[config.mk]
export PLATFORM = sky130hd
export DESIGN_NAME = ecc_scrub_mem
export DESIGN_NICKNAME = d
export VERILOG_FILES = /design/src/rtl/ecc_pkg.sv /design/src/rtl/ecc_encode.sv /design/src/rtl/ecc_decode.sv /design/src/rtl/scrub_walker.sv /design/src/rtl/ecc_scrub_mem.sv
export SDC_FILE = /design/constraint.sdc
export NUM_CORES = 1
export LEC_CHECK = 0
export CAP_MARGIN = 0
export CORE_UTILIZATION = 30
export CTS_CLUSTER_DIAMETER = 100
export DETAILED_ROUTE_END_ITERATION = 12
export DONT_BUFFER_PORTS = 1
export GPL_TIMING_DRIVEN = 0
export HOLD_SLACK_MARGIN = 0.15
export MAX_ROUTING_LAYER = met4
export PLACE_DENSITY = 0.44
export SLEW_MARGIN = 20
export SYNTH_ARGS = -nofsm -noshare
export SYNTH_HDL_FRONTEND = slang
export SYNTH_HIERARCHICAL = 1
export SYNTH_SLANG_ARGS = --single-unit
[constraint.sdc]
create_clock -name clk -period 2 [get_ports clk]
set_input_delay 0.2 -clock clk [delete_from_list [all_inputs] [get_ports clk]]
set_output_delay 0.2 -clock clk [all_outputs]
set_load 0.03 [all_outputs]
[src/rtl/ecc_pkg.sv]
package ecc_pkg;

  typedef enum logic [1:0] {
    ST_IDLE = 2'd0,
    ST_READ = 2'd1,
    ST_FIX  = 2'd2
  } ctl_state_e;

  // Column value of data bit idx: odd weights from 3 upward, ascending within each weight.
  function automatic int unsigned hsiao_data_col(int unsigned idx, int unsigned cw);
    int unsigned seen;
    int unsigned found;
    seen  = 0;
    found = 0;
    for (int unsigned w = 3; w <= cw; w += 2) begin
      for (int unsigned v = 1; v < (32'd1 << cw); v++) begin
        if ($countones(v) == w) begin
          if (seen == idx) found = v;
          seen++;
        end
      end
    end
    return found;
  endfunction

  // Smallest check width whose odd-weight columns cover the data and check bits.
  function automatic int unsigned chk_bits_for(int unsigned dw);
    int unsigned c;
    c = 2;
    while ((32'd1 << (c - 1)) < (dw + c)) c++;
    return c;
  endfunction

endpackage

[src/rtl/ecc_encode.sv]
module ecc_encode
  import ecc_pkg::*;
#(
  parameter int DATA_W = 64,
  parameter int CHK_W  = 8
) (
  input  logic [DATA_W-1:0] data,
  output logic [CHK_W-1:0]  check
);

  for (genvar j = 0; j < CHK_W; j++) begin : g_row
    logic [DATA_W-1:0] row;
    for (genvar i = 0; i < DATA_W; i++) begin : g_col
      localparam int unsigned COLV = hsiao_data_col(i, CHK_W);
      assign row[i] = 1'((COLV >> j) & 32'd1);
    end
    assign check[j] = ^(data & row);
  end

endmodule

[src/rtl/ecc_decode.sv]
module ecc_decode
  import ecc_pkg::*;
#(
  parameter int DATA_W = 64,
  parameter int CHK_W  = 8
) (
  input  logic [DATA_W+CHK_W-1:0] word_in,
  output logic [DATA_W-1:0]       fixed_data,
  output logic [DATA_W+CHK_W-1:0] fixed_word,
  output logic                    single_ok,
  output logic                    uncorr
);

  logic [DATA_W-1:0] raw_data;
  logic [CHK_W-1:0]  raw_chk;
  logic [CHK_W-1:0]  calc_chk;
  logic [CHK_W-1:0]  syn;
  logic [DATA_W-1:0] flip;
  logic              syn_odd;
  logic              chk_err;

  assign raw_data = word_in[DATA_W-1:0];
  assign raw_chk  = word_in[DATA_W+CHK_W-1:DATA_W];

  ecc_encode #(.DATA_W(DATA_W), .CHK_W(CHK_W)) u_recalc (
    .data  (raw_data),
    .check (calc_chk)
  );

  assign syn = raw_chk ^ calc_chk;

  for (genvar i = 0; i < DATA_W; i++) begin : g_match
    localparam logic [CHK_W-1:0] COLB = CHK_W'(hsiao_data_col(i, CHK_W));
    assign flip[i] = (syn == COLB);
  end

  assign syn_odd    = ^syn;
  assign chk_err    = $onehot(syn);
  assign single_ok  = (|flip) | chk_err;
  assign uncorr     = (|syn) & ~single_ok;
  assign fixed_data = raw_data ^ flip;
  assign fixed_word = {raw_chk ^ (chk_err ? syn : '0), fixed_data};

  always_comb begin
    AST_FLIP_ONEHOT: assert ($onehot0(flip));
    if ((syn != '0) && !syn_odd) begin
      AST_EVEN_NO_FIX: assert (!single_ok && (flip == '0));
    end
  end

endmodule

[src/rtl/scrub_walker.sv]
module scrub_walker #(
  parameter int DEPTH  = 16,
  parameter int ADDR_W = 4
) (
  input  logic              clk,
  input  logic              rst_n,
  input  logic              adv,
  output logic [ADDR_W-1:0] addr
);

  logic [ADDR_W-1:0] addr_d;

  always_comb begin
    addr_d = addr;
    if (adv) addr_d = (addr == ADDR_W'(DEPTH - 1)) ? '0 : addr + 1'b1;
  end

  always_ff @(posedge clk or negedge rst_n) begin
    if (!rst_n)   addr <= '0;
    else if (adv) addr <= addr_d;
  end

  AST_SCRUB_WRAP: assert property (@(posedge clk) disable iff (!rst_n)
    (adv && addr == ADDR_W'(DEPTH - 1)) |=> (addr == '0));

endmodule

[src/rtl/ecc_scrub_mem.sv]
module ecc_scrub_mem
  import ecc_pkg::*;
#(
  parameter int DATA_W = 64,
  parameter int DEPTH  = 16,
  localparam int CHK_W  = chk_bits_for(DATA_W),
  localparam int WORD_W = DATA_W + CHK_W,
  localparam int ADDR_W = (DEPTH > 1) ? $clog2(DEPTH) : 1
) (
  input  logic              clk,
  input  logic              rst_n,
  input  logic              req_valid,
  input  logic              req_write,
  input  logic [ADDR_W-1:0] req_addr,
  input  logic [DATA_W-1:0] req_wdata,
  output logic              req_ready,
  output logic [DATA_W-1:0] rd_data,
  output logic              rd_valid,
  output logic              err_corrected,
  output logic              err_uncorrectable,
  output logic              mem_en,
  output logic              mem_we,
  output logic [ADDR_W-1:0] mem_addr,
  output logic [WORD_W-1:0] mem_wdata,
  input  logic [WORD_W-1:0] mem_rdata
);

  ctl_state_e        st_q, st_d;
  logic [ADDR_W-1:0] op_addr_q, op_addr_d;
  logic              scrub_q, scrub_d;
  logic [WORD_W-1:0] fix_q;
  logic [DATA_W-1:0] rd_data_q;
  logic              rd_valid_d, corr_d, unc_d;
  logic              load_op, load_out;
  logic              scrub_go;
  logic [ADDR_W-1:0] scrub_addr;
  logic [CHK_W-1:0]  wr_chk;
  logic [DATA_W-1:0] dec_data;
  logic [WORD_W-1:0] dec_word;
  logic              dec_single, dec_uncorr;

  ecc_encode #(.DATA_W(DATA_W), .CHK_W(CHK_W)) u_wr_enc (
    .data  (req_wdata),
    .check (wr_chk)
  );

  ecc_decode #(.DATA_W(DATA_W), .CHK_W(CHK_W)) u_dec (
    .word_in    (mem_rdata),
    .fixed_data (dec_data),
    .fixed_word (dec_word),
    .single_ok  (dec_single),
    .uncorr     (dec_uncorr)
  );

  scrub_walker #(.DEPTH(DEPTH), .ADDR_W(ADDR_W)) u_walk (
    .clk   (clk),
    .rst_n (rst_n),
    .adv   (scrub_go),
    .addr  (scrub_addr)
  );

  assign req_ready = (st_q == ST_IDLE);
  assign load_out  = (st_q == ST_READ);

  always_comb begin
    st_d       = st_q;
    op_addr_d  = op_addr_q;
    scrub_d    = scrub_q;
    load_op    = 1'b0;
    scrub_go   = 1'b0;
    rd_valid_d = 1'b0;
    corr_d     = 1'b0;
    unc_d      = 1'b0;
    mem_en     = 1'b0;
    mem_we     = 1'b0;
    mem_addr   = op_addr_q;
    mem_wdata  = fix_q;
    unique case (st_q)
      ST_IDLE: begin
        mem_en = 1'b1;
        if (req_valid) begin
          mem_addr = req_addr;
          if (req_write) begin
            mem_we    = 1'b1;
            mem_wdata = {wr_chk, req_wdata};
          end else begin
            load_op   = 1'b1;
            op_addr_d = req_addr;
            scrub_d   = 1'b0;
            st_d      = ST_READ;
          end
        end else begin
          mem_addr  = scrub_addr;
          scrub_go  = 1'b1;
          load_op   = 1'b1;
          op_addr_d = scrub_addr;
          scrub_d   = 1'b1;
          st_d      = ST_READ;
        end
      end
      ST_READ: begin
        rd_valid_d = ~scrub_q;
        corr_d     = dec_single;
        unc_d      = dec_uncorr;
        st_d       = dec_single ? ST_FIX : ST_IDLE;
      end
      ST_FIX: begin
        mem_en = 1'b1;
        mem_we = 1'b1;
        st_d   = ST_IDLE;
      end
      default: st_d = ST_IDLE;
    endcase
  end

  always_ff @(posedge clk or negedge rst_n) begin
    if (!rst_n) begin
      st_q              <= ST_IDLE;
      op_addr_q         <= '0;
      scrub_q           <= 1'b0;
      fix_q             <= '0;
      rd_data_q         <= '0;
      rd_valid          <= 1'b0;
      err_corrected     <= 1'b0;
      err_uncorrectable <= 1'b0;
    end else begin
      st_q              <= st_d;
      rd_valid          <= rd_valid_d;
      err_corrected     <= corr_d;
      err_uncorrectable <= unc_d;
      if (load_op) begin
        op_addr_q <= op_addr_d;
        scrub_q   <= scrub_d;
      end
      if (load_out) begin
        fix_q <= dec_word;
        if (!scrub_q) rd_data_q <= dec_data;
      end
    end
  end

  assign rd_data = rd_data_q;

  // Counts consecutive cycles a pending request is refused.
  logic [1:0] hold_q;
  always_ff @(posedge clk or negedge rst_n) begin
    if (!rst_n)                     hold_q <= '0;
    else if (req_valid && !req_ready) hold_q <= (hold_q == 2'd3) ? 2'd3 : hold_q + 2'd1;
    else                            hold_q <= '0;
  end

  AST_HOLD_LIMIT: assert property (@(posedge clk) disable iff (!rst_n)
    hold_q != 2'd3);
  AST_ONE_KIND: assert property (@(posedge clk) disable iff (!rst_n)
    !(err_corrected && err_uncorrectable));
  AST_WB_FOLLOWS: assert property (@(posedge clk) disable iff (!rst_n)
    err_corrected |-> (mem_en && mem_we));
  AST_VALID_PULSE: assert property (@(posedge clk) disable iff (!rst_n)
    rd_valid |=> !rd_valid);

endmodule

==> impl_results.md, run 1 <==
- Status: complete, but fails checks
- Failing checks: hold timing, setup timing
- Port bufs: 0
- M3 GR Usage: 0.0505
- Final Max Slew Viols: 0
- Final Cell Area: 17200 sq um
- DR vias/cell: 4.81
- Most crowded layer after global routing: met2
- Detailed-route via count: 8454
- Drc violations: 0
- Critical Path End: err_corrected$_DFF_PN0_
- Placer congestion estimate: 0.910
- Share of layout cells above drive strength 1: 0.536
- Top post-synthesis cells by area: dfrtp_1, mux2_2, xnor2_1
- Crit path time final: 4870 ps
- Post-synth ARST share: 1.00
- Worst R2R Start: st_q[0]$_DFFE_PN0P_
- Fin nets: 1372
- Die height: 202 um
- Iteration-0 DRC Markers: 467
- Crit path cell chain: xnor3_2 > xnor2_2 > xnor2_2 > buf_4 > xnor3_2 > xor2_2 > fa_1 > fa_1 > fa_1 > ha_2 > inv_2 > fa_2 > mux2i_4 > nor2_4 > or4_4 > nor2_4 > o2111ai_2 > or2_1 > and2_4
- FF/Latch Area: 3760 sq um
- Worst setup SP type: input pin
- Vias in the first global route: 9030
- # setup viols final: 215
- CTS Sinks: 150
- Post-layout util: 0.434
- Initial antenna violation count: 2
- Upper clock frequency limit: 206 MHz
- Die Width: 202 um
- Drt wl/cell: 27.8 um
- Top delay family on crit path: adder cells
- Max cap viols: 0
- Share of the synthesized area in the top cell type: 0.312
- CTS tree: yes
- CP endpoint kind: flop
- RSZ-0062 raised after global routing: yes
- Area leader, netlist: dfrtp_1
- Worst Path Buf+Inv: 2
- FF-to-FF End: rd_data[61]$_DFFE_PN0P_
- Main flop type after synthesis: dfrtp_1
- Tightest Pin Transition: 636 ps
- Synth warn: 6
- Die Footprint: 41000 sq um
- Largest net degree at the start of global routing: 151
- CTS Buffer Depth: 2
- Crit-path max FO: 3
- Final-layout fill cell count: 3681
- H-tree depth: 4
- Synthesis-stage register bit count: 150
- Max Clock Skew: 13.4 ps
- Most frequent cells after synthesis: xnor2_1, dfrtp_1, mux2_2
- Syn Nets: 1192
- Most numerous cell in the Yosys netlist: xnor2_1
- Tcrit/Tclk final: 2.43
- GRT Total Usage: 0.243
- Clock Latency Late Sink: 440 ps
- Min Hold Slack: -551 ps
- P&R area growth vs syn: 42.9%
- GRT overflow: 0
- R2R Setup Slk: -190 ps
- Post-synth EDFFs: 0
- First-pass GRT wire length: 67900 um
- Register clock-pin slew on the reported worst setup and hold paths: 70 ps
- Slowest CP cell: fa_1
- Slew Limit Headroom: 0.575
- Critical Path RT: 2330 ps
- Post-DP HPWL: 37400 um
- Synth cell types: 53
- Cell Area, Synth: 12000 sq um
- Hold Crit Class: input pin to asynchronous set/reset pin
- Core ar.: 39600 sq um
- Number of buffers created by CTS: 17
- Reg2Reg Depth: 5
- Crit path setup slack, layout: -2870 ps
- DR pass1 iterations: 5
- # rows: 73
- GRT met1 Usage: 0.298
- Cells after Synth: 1036
- Final hold violation count: 150
- Starting density of the core: 0.304
- DRT Wirelength: 48700 um
- Total I/O pin count: 290
- Fin Setup TNS: -208330 ps
- Critical path depth: 19
- Crit path launch: mem_rdata[0]
- CP dominant cell by count: fa_1
- Critical path type: input pin to flop
- Syn_area_per_cell: 11.6 sq um
- CTS Root Cell: clkbuf_16
- Global routing usage on met2: 0.394
- Cell Area, Placed: 13200 sq um
- Footprint of the multi-input gates: 9580 sq um
- Detail Route Antenna Nets: 0
- Largest stage delay, worst path: 520 ps
- Worst EP arrival: 5200 ps
- Sequential share of the synthesized area: 0.312
worst reg2reg max path: cells and delay by family, from the launching register on:
family | cells | cell delay (ps)
multiplexers | 1 | 360
AND/OR/NAND/NOR | 1 | 450
buffers and inverters | 3 | 840
flip-flops | 1 | 420
registers in the layout, summed over array words and instances (netlist names):
name and flops:
fix_q 72, rd_data 64, op_addr_q 4, u_walk/addr 4, st_q 2, err_corrected 1, err_uncorrectable 1, rd_valid 1
scrub_q 1
cell usage in the layout, fill, tap and decap left out, types with 17 or more instances in the layout:
cell type	n
xnor2_2	24
xnor3_1	31
mux2_2	75
nand2_1	19
mux2_4	142
xor2_1	46
buf_4	111
buf_12	17
nor2_4	68
buf_6	37
dlygate4sd3_1	77
xor2_2	45
dfrtp_1	148
clkbuf_16	19
xnor2_1	138
metal layers:
layer | vias up | share of wire
met4 | 0 | 0.028
met2 | 294 | 0.49
met3 | 67 | 0.057
met1 | 4296 | 0.42
li1 | 3797 | -
met5 | - | 0
logic make-up after synthesis:
family,count (synthesis),share of synthesized area
multiplexers,222,0.229
buffers and inverters,115,0.0715
adder cells (fa/ha/maj),12,0.0150
AND/OR/NAND/NOR,160,0.0590
XOR/XNOR,314,0.279
AO/OA/AOI/OAI,63,0.0347
flip-flops,150,0.312
final cells by class:
class / instances / share of cell area
clock buffers: 21 / 0.0267
clock inverters: 11 / 0.00858
inverters: 16 / 0.00422
repair buffers: 160 / 0.0949
flip-flops and latches: 150 / 0.218
plain buffers: 99 / 0.0525
diodes: 2 / 0.000291
multi-input cells: 772 / 0.556
well taps: 525 / 0.0382
worst min path at each step:
stage / start / to / slack, ps / cells past startpoint
6_report: rst_n / rd_valid$_DFF_PN0_ / -550 / 0
5_1_grt: rst_n / rd_valid$_DFF_PN0_ / -580 / 0
4_1_cts: rst_n / rd_data[57]$_DFFE_PN0P_ / -580 / 0
3_5_place_dp: rst_n / rd_data[56]$_DFFE_PN0P_ / -90 / 0
3_3_place_gp: rst_n / rd_valid$_DFF_PN0_ / -90 / 0
2_1_floorplan: rst_n / err_corrected$_DFF_PN0_ / -100 / 0
metrics by stage:
step / cells / hold WS [ps] / setup WS, ps
2_1_floorplan: 1036 / -95.6 / -2940
3_3_place_gp: 1561 / -91.5 / -3740
3_5_place_dp: 1561 / -92.7 / -3750
4_1_cts: 1723 / -580 / -2790
5_1_grt: 1755 / -580 / -2970
6_report: 1756 / -551 / -2870
what timing repair did:
| action | CTS | global route |
|---|---|---|
| endpoints found under the hold margin | 228 | 151 |
| pin swaps | 50 | 31 |
| hold buffers | 76 | 1 |
| resized for setup | 223 | 136 |
| cloned | 1 | 0 |
| buffers inserted | 53 | 31 |
| setup endpoints to repair | 217 | 215 |
Power of run 1 is not shown: default switching activity piles up to over one toggle a cycle in this logic, so the estimate is an artifact.
==> run 2, diff against run 1 <==
- PLACE_DENSITY: 0.44 -> 0.45
==> run 2 against run 1 <==
The flow still finishes with violations (hold timing, setup timing). Non-clock buffer count shrank 27. Critical endpoint unchanged. Flip-flop and latch count is the same. Sequential share of layout area grew 0.71 points. Global-route usage shrank 0.27 points. Die area is the same. Critical path type unchanged. Via count shrank 0.65%. Final cell count shrank 1.7%. Largest cell class unchanged. Worst setup slack gained 97 ps.
==> impl_results.md, run 2 (synthesis gave the netlist of run 1 again) <==
- Worst slack, placed: -3600 ps (was -3750 ps)
- Initial antenna violation count: 1 (was 2)
- Final Max Slew Viols: 0 (unchanged)
- Slew Limit Headroom: 0.579 (was 0.575)
- Port bufs: 0 (unchanged)
- Placed Cells: 1561 (unchanged)
- Die Width: 202 um (unchanged)
- Tightest Pin Transition: 627 ps (was 636 ps)
- Number of buffers created by CTS: 17 (unchanged)
- Top delay family on crit path: adder cells (unchanged)
- Largest net degree at the start of global routing: 151 (unchanged)
- Min Hold Slack: -559 ps (was -551 ps)
- DR pass1 iterations: 4 (was 5)
- Worst setup SP type: input pin (unchanged)
- Most frequent cells in the layout: dfrtp_1, mux2_4, xnor2_1 (unchanged)
- # setup viols final: 215 (unchanged)
- Total I/O pin count: 290 (unchanged)
- Detailed-route via count: 8399 (was 8454)
- Crit path time final: 4770 ps (was 4870 ps)
- Die height: 202 um (unchanged)
- Cts hold-fix bufs: 76 (unchanged)
- First-pass GRT wire length: 67300 um (was 67900 um)
- Clock Latency Late Sink: 450 ps (was 440 ps)
- Iteration-0 DRC Markers: 504 (was 467)
- CTS Root Cell: clkbuf_16 (unchanged)
- Slowest CP cell: fa_1 (unchanged)
- RSZ-0062 raised after global routing: yes (unchanged)
- CP endpoint kind: flop (unchanged)
- Fin nets: 1344 (was 1372)
- Max cap viols: 0 (unchanged)
- Status: complete, but fails checks (unchanged)
- GRT overflow: 0 (unchanged)
- Final hold violation count: 150 (unchanged)
- Critical Path RT: 2330 ps (about the same)
- Vias in the first global route: 8882 (was 9030)
- Core ar.: 39600 sq um (unchanged)
- Starting density of the core: 0.304 (unchanged)
- Drt wl/cell: 27.7 um (was 27.8 um)
- H-tree depth: 4 (unchanged)
- P&R area growth vs syn: 38.3% (was 42.9%)
- CTS tree: yes (unchanged)
- Drc violations: 0 (unchanged)
- # rows: 73 (unchanged)
- Upper clock frequency limit: 210 MHz (was 206 MHz)
- Crit path setup slack, layout: -2770 ps (was -2870 ps)
- Worst EP arrival: 5100 ps (was 5200 ps)
- Number of flip-flops in the largest register: 72 (unchanged)
- Worst Path Buf+Inv: 2 (unchanged)
- Max Clock Skew: 16.8 ps (was 13.4 ps)
- DRT Wirelength: 47800 um (was 48700 um)
- Placer congestion estimate: 0.890 (was 0.910)
- Crit-path max FO: 6 (was 3)
- GRT Total Usage: 0.240 (was 0.243)
- Register clock-pin slew on the reported worst setup and hold paths: 70 ps (about the same)
- Die Footprint: 41000 sq um (unchanged)
- Post-DP HPWL: 37000 um (was 37400 um)
- Detail Route Antenna Nets: 0 (unchanged)
- Failing checks: hold timing, setup timing (unchanged)
- Commonest non-fill, non-tap cell in the layout: dfrtp_1 (unchanged)
- Share of layout cells above drive strength 1: 0.520 (was 0.536)
- Crit path cell chain: xnor3_2 > xnor2_2 > xnor2_2 > xnor3_2 > xnor2_2 > inv_2 > fa_1 > fa_1 > fa_1 > ha_2 > inv_2 > fa_2 > mux2i_4 > nor2_4 > or4_4 > nor2_4 > o2111ai_2 > or2_1 > and2_1 (was xnor3_2 > xnor2_2 > xnor2_2 > buf_4 > xnor3_2 > xor2_2 > fa_1 > fa_1 > fa_1 > ha_2 > inv_2 > fa_2 > mux2i_4 > nor2_4 > or4_4 > nor2_4 > o2111ai_2 > or2_1 > and2_4)
- Final non-filler cell total: 1727 (was 1756)
- Top reg by flops: fix_q (unchanged)
- CTS Buffer Depth: 2 (unchanged)
- CTS Sinks: 150 (unchanged)
- Hold Crit Class: input pin to asynchronous set/reset pin (unchanged)
- Critical path type: input pin to flop (unchanged)
- Largest stage delay, worst path: 560 ps (was 520 ps)
- Final-layout fill cell count: 3740 (was 3681)
- Tcrit/Tclk final: 2.38 (was 2.43)
- DR vias/cell: 4.86 (was 4.81)
run 2: through the flow:
stage | hold WS, ps | setup TNS [ps] | utilization | cell area, sq um
after global placement | -91.9 | -255620 | 0.334 | 13200
final | -559 | -155640 | 0.420 | 16700
after CTS | -584 | -153660 | 0.409 | 16200
after global routing | -580 | -172740 | 0.420 | 16700
after floorplan | -95.6 | -147380 | - | 12600
after detailed placement | -92.1 | -250120 | 0.334 | 13200
run 2: final cells by class:
type                       count  area, sq um  area share
antenna                        1         2.50    0.000150
buffer                        99          923      0.0554
clock buffer                  21          460      0.0276
clock inverter                11          125     0.00751
inverter                      16         70.1     0.00421
multi-input combinational    771         9300       0.559
sequential                   150         3750       0.225
tap                          525          657      0.0394
timing repair buffer         133         1360      0.0817
run 2: final timing paths:
kind	cells past startpoint	slack, ps	startpoint	endpoint
worst max-delay path	19	-2770	mem_rdata[0]	err_corrected$_DFF_PN0_
worst min-delay path	0	-560	rst_n	rd_valid$_DFF_PN0_
worst max register to register	5	-230	st_q[0]$_DFFE_PN0P_	fix_q[49]$_DFFE_PN0N_
worst min register to register	1	500	scrub_q$_DFFE_PN0P_	scrub_q$_DFFE_PN0P_
max in group asynchronous	0	2180	rst_n	rd_data[49]$_DFFE_PN0P_
min in group clk	3	180	mem_rdata[49]	rd_data[49]$_DFFE_PN0P_
run 2: metal layers:
layer,vias to the layer above,track usage,share of wire,routed length (um)
li1,3756,-,-,-
met1,4266,0.304,0.43,20600
met2,309,0.387,0.48,23100
met3,68,0.0484,0.056,2690
met4,0,0.0714,0.029,1400
met5,-,-,0,0
run 2: worst register-to-register path, delay by kind of cell (launching register included):
kind	cells	cell delay, ps
buffers and inverters	3	920
DFF	1	450
and+or+nand+nor	1	380
muxes	1	370
run 2: what timing repair did:
| action | in CTS | in global routing |
|---|---|---|
| buffers inserted | 48 | 9 |
| endpoints found under the hold margin | 227 | 150 |
| gates resized for setup | 220 | 78 |
| endpoints found under the setup margin | 217 | 215 |
| pin swaps | 40 | 22 |
Power of run 2 is left out for the same reason.
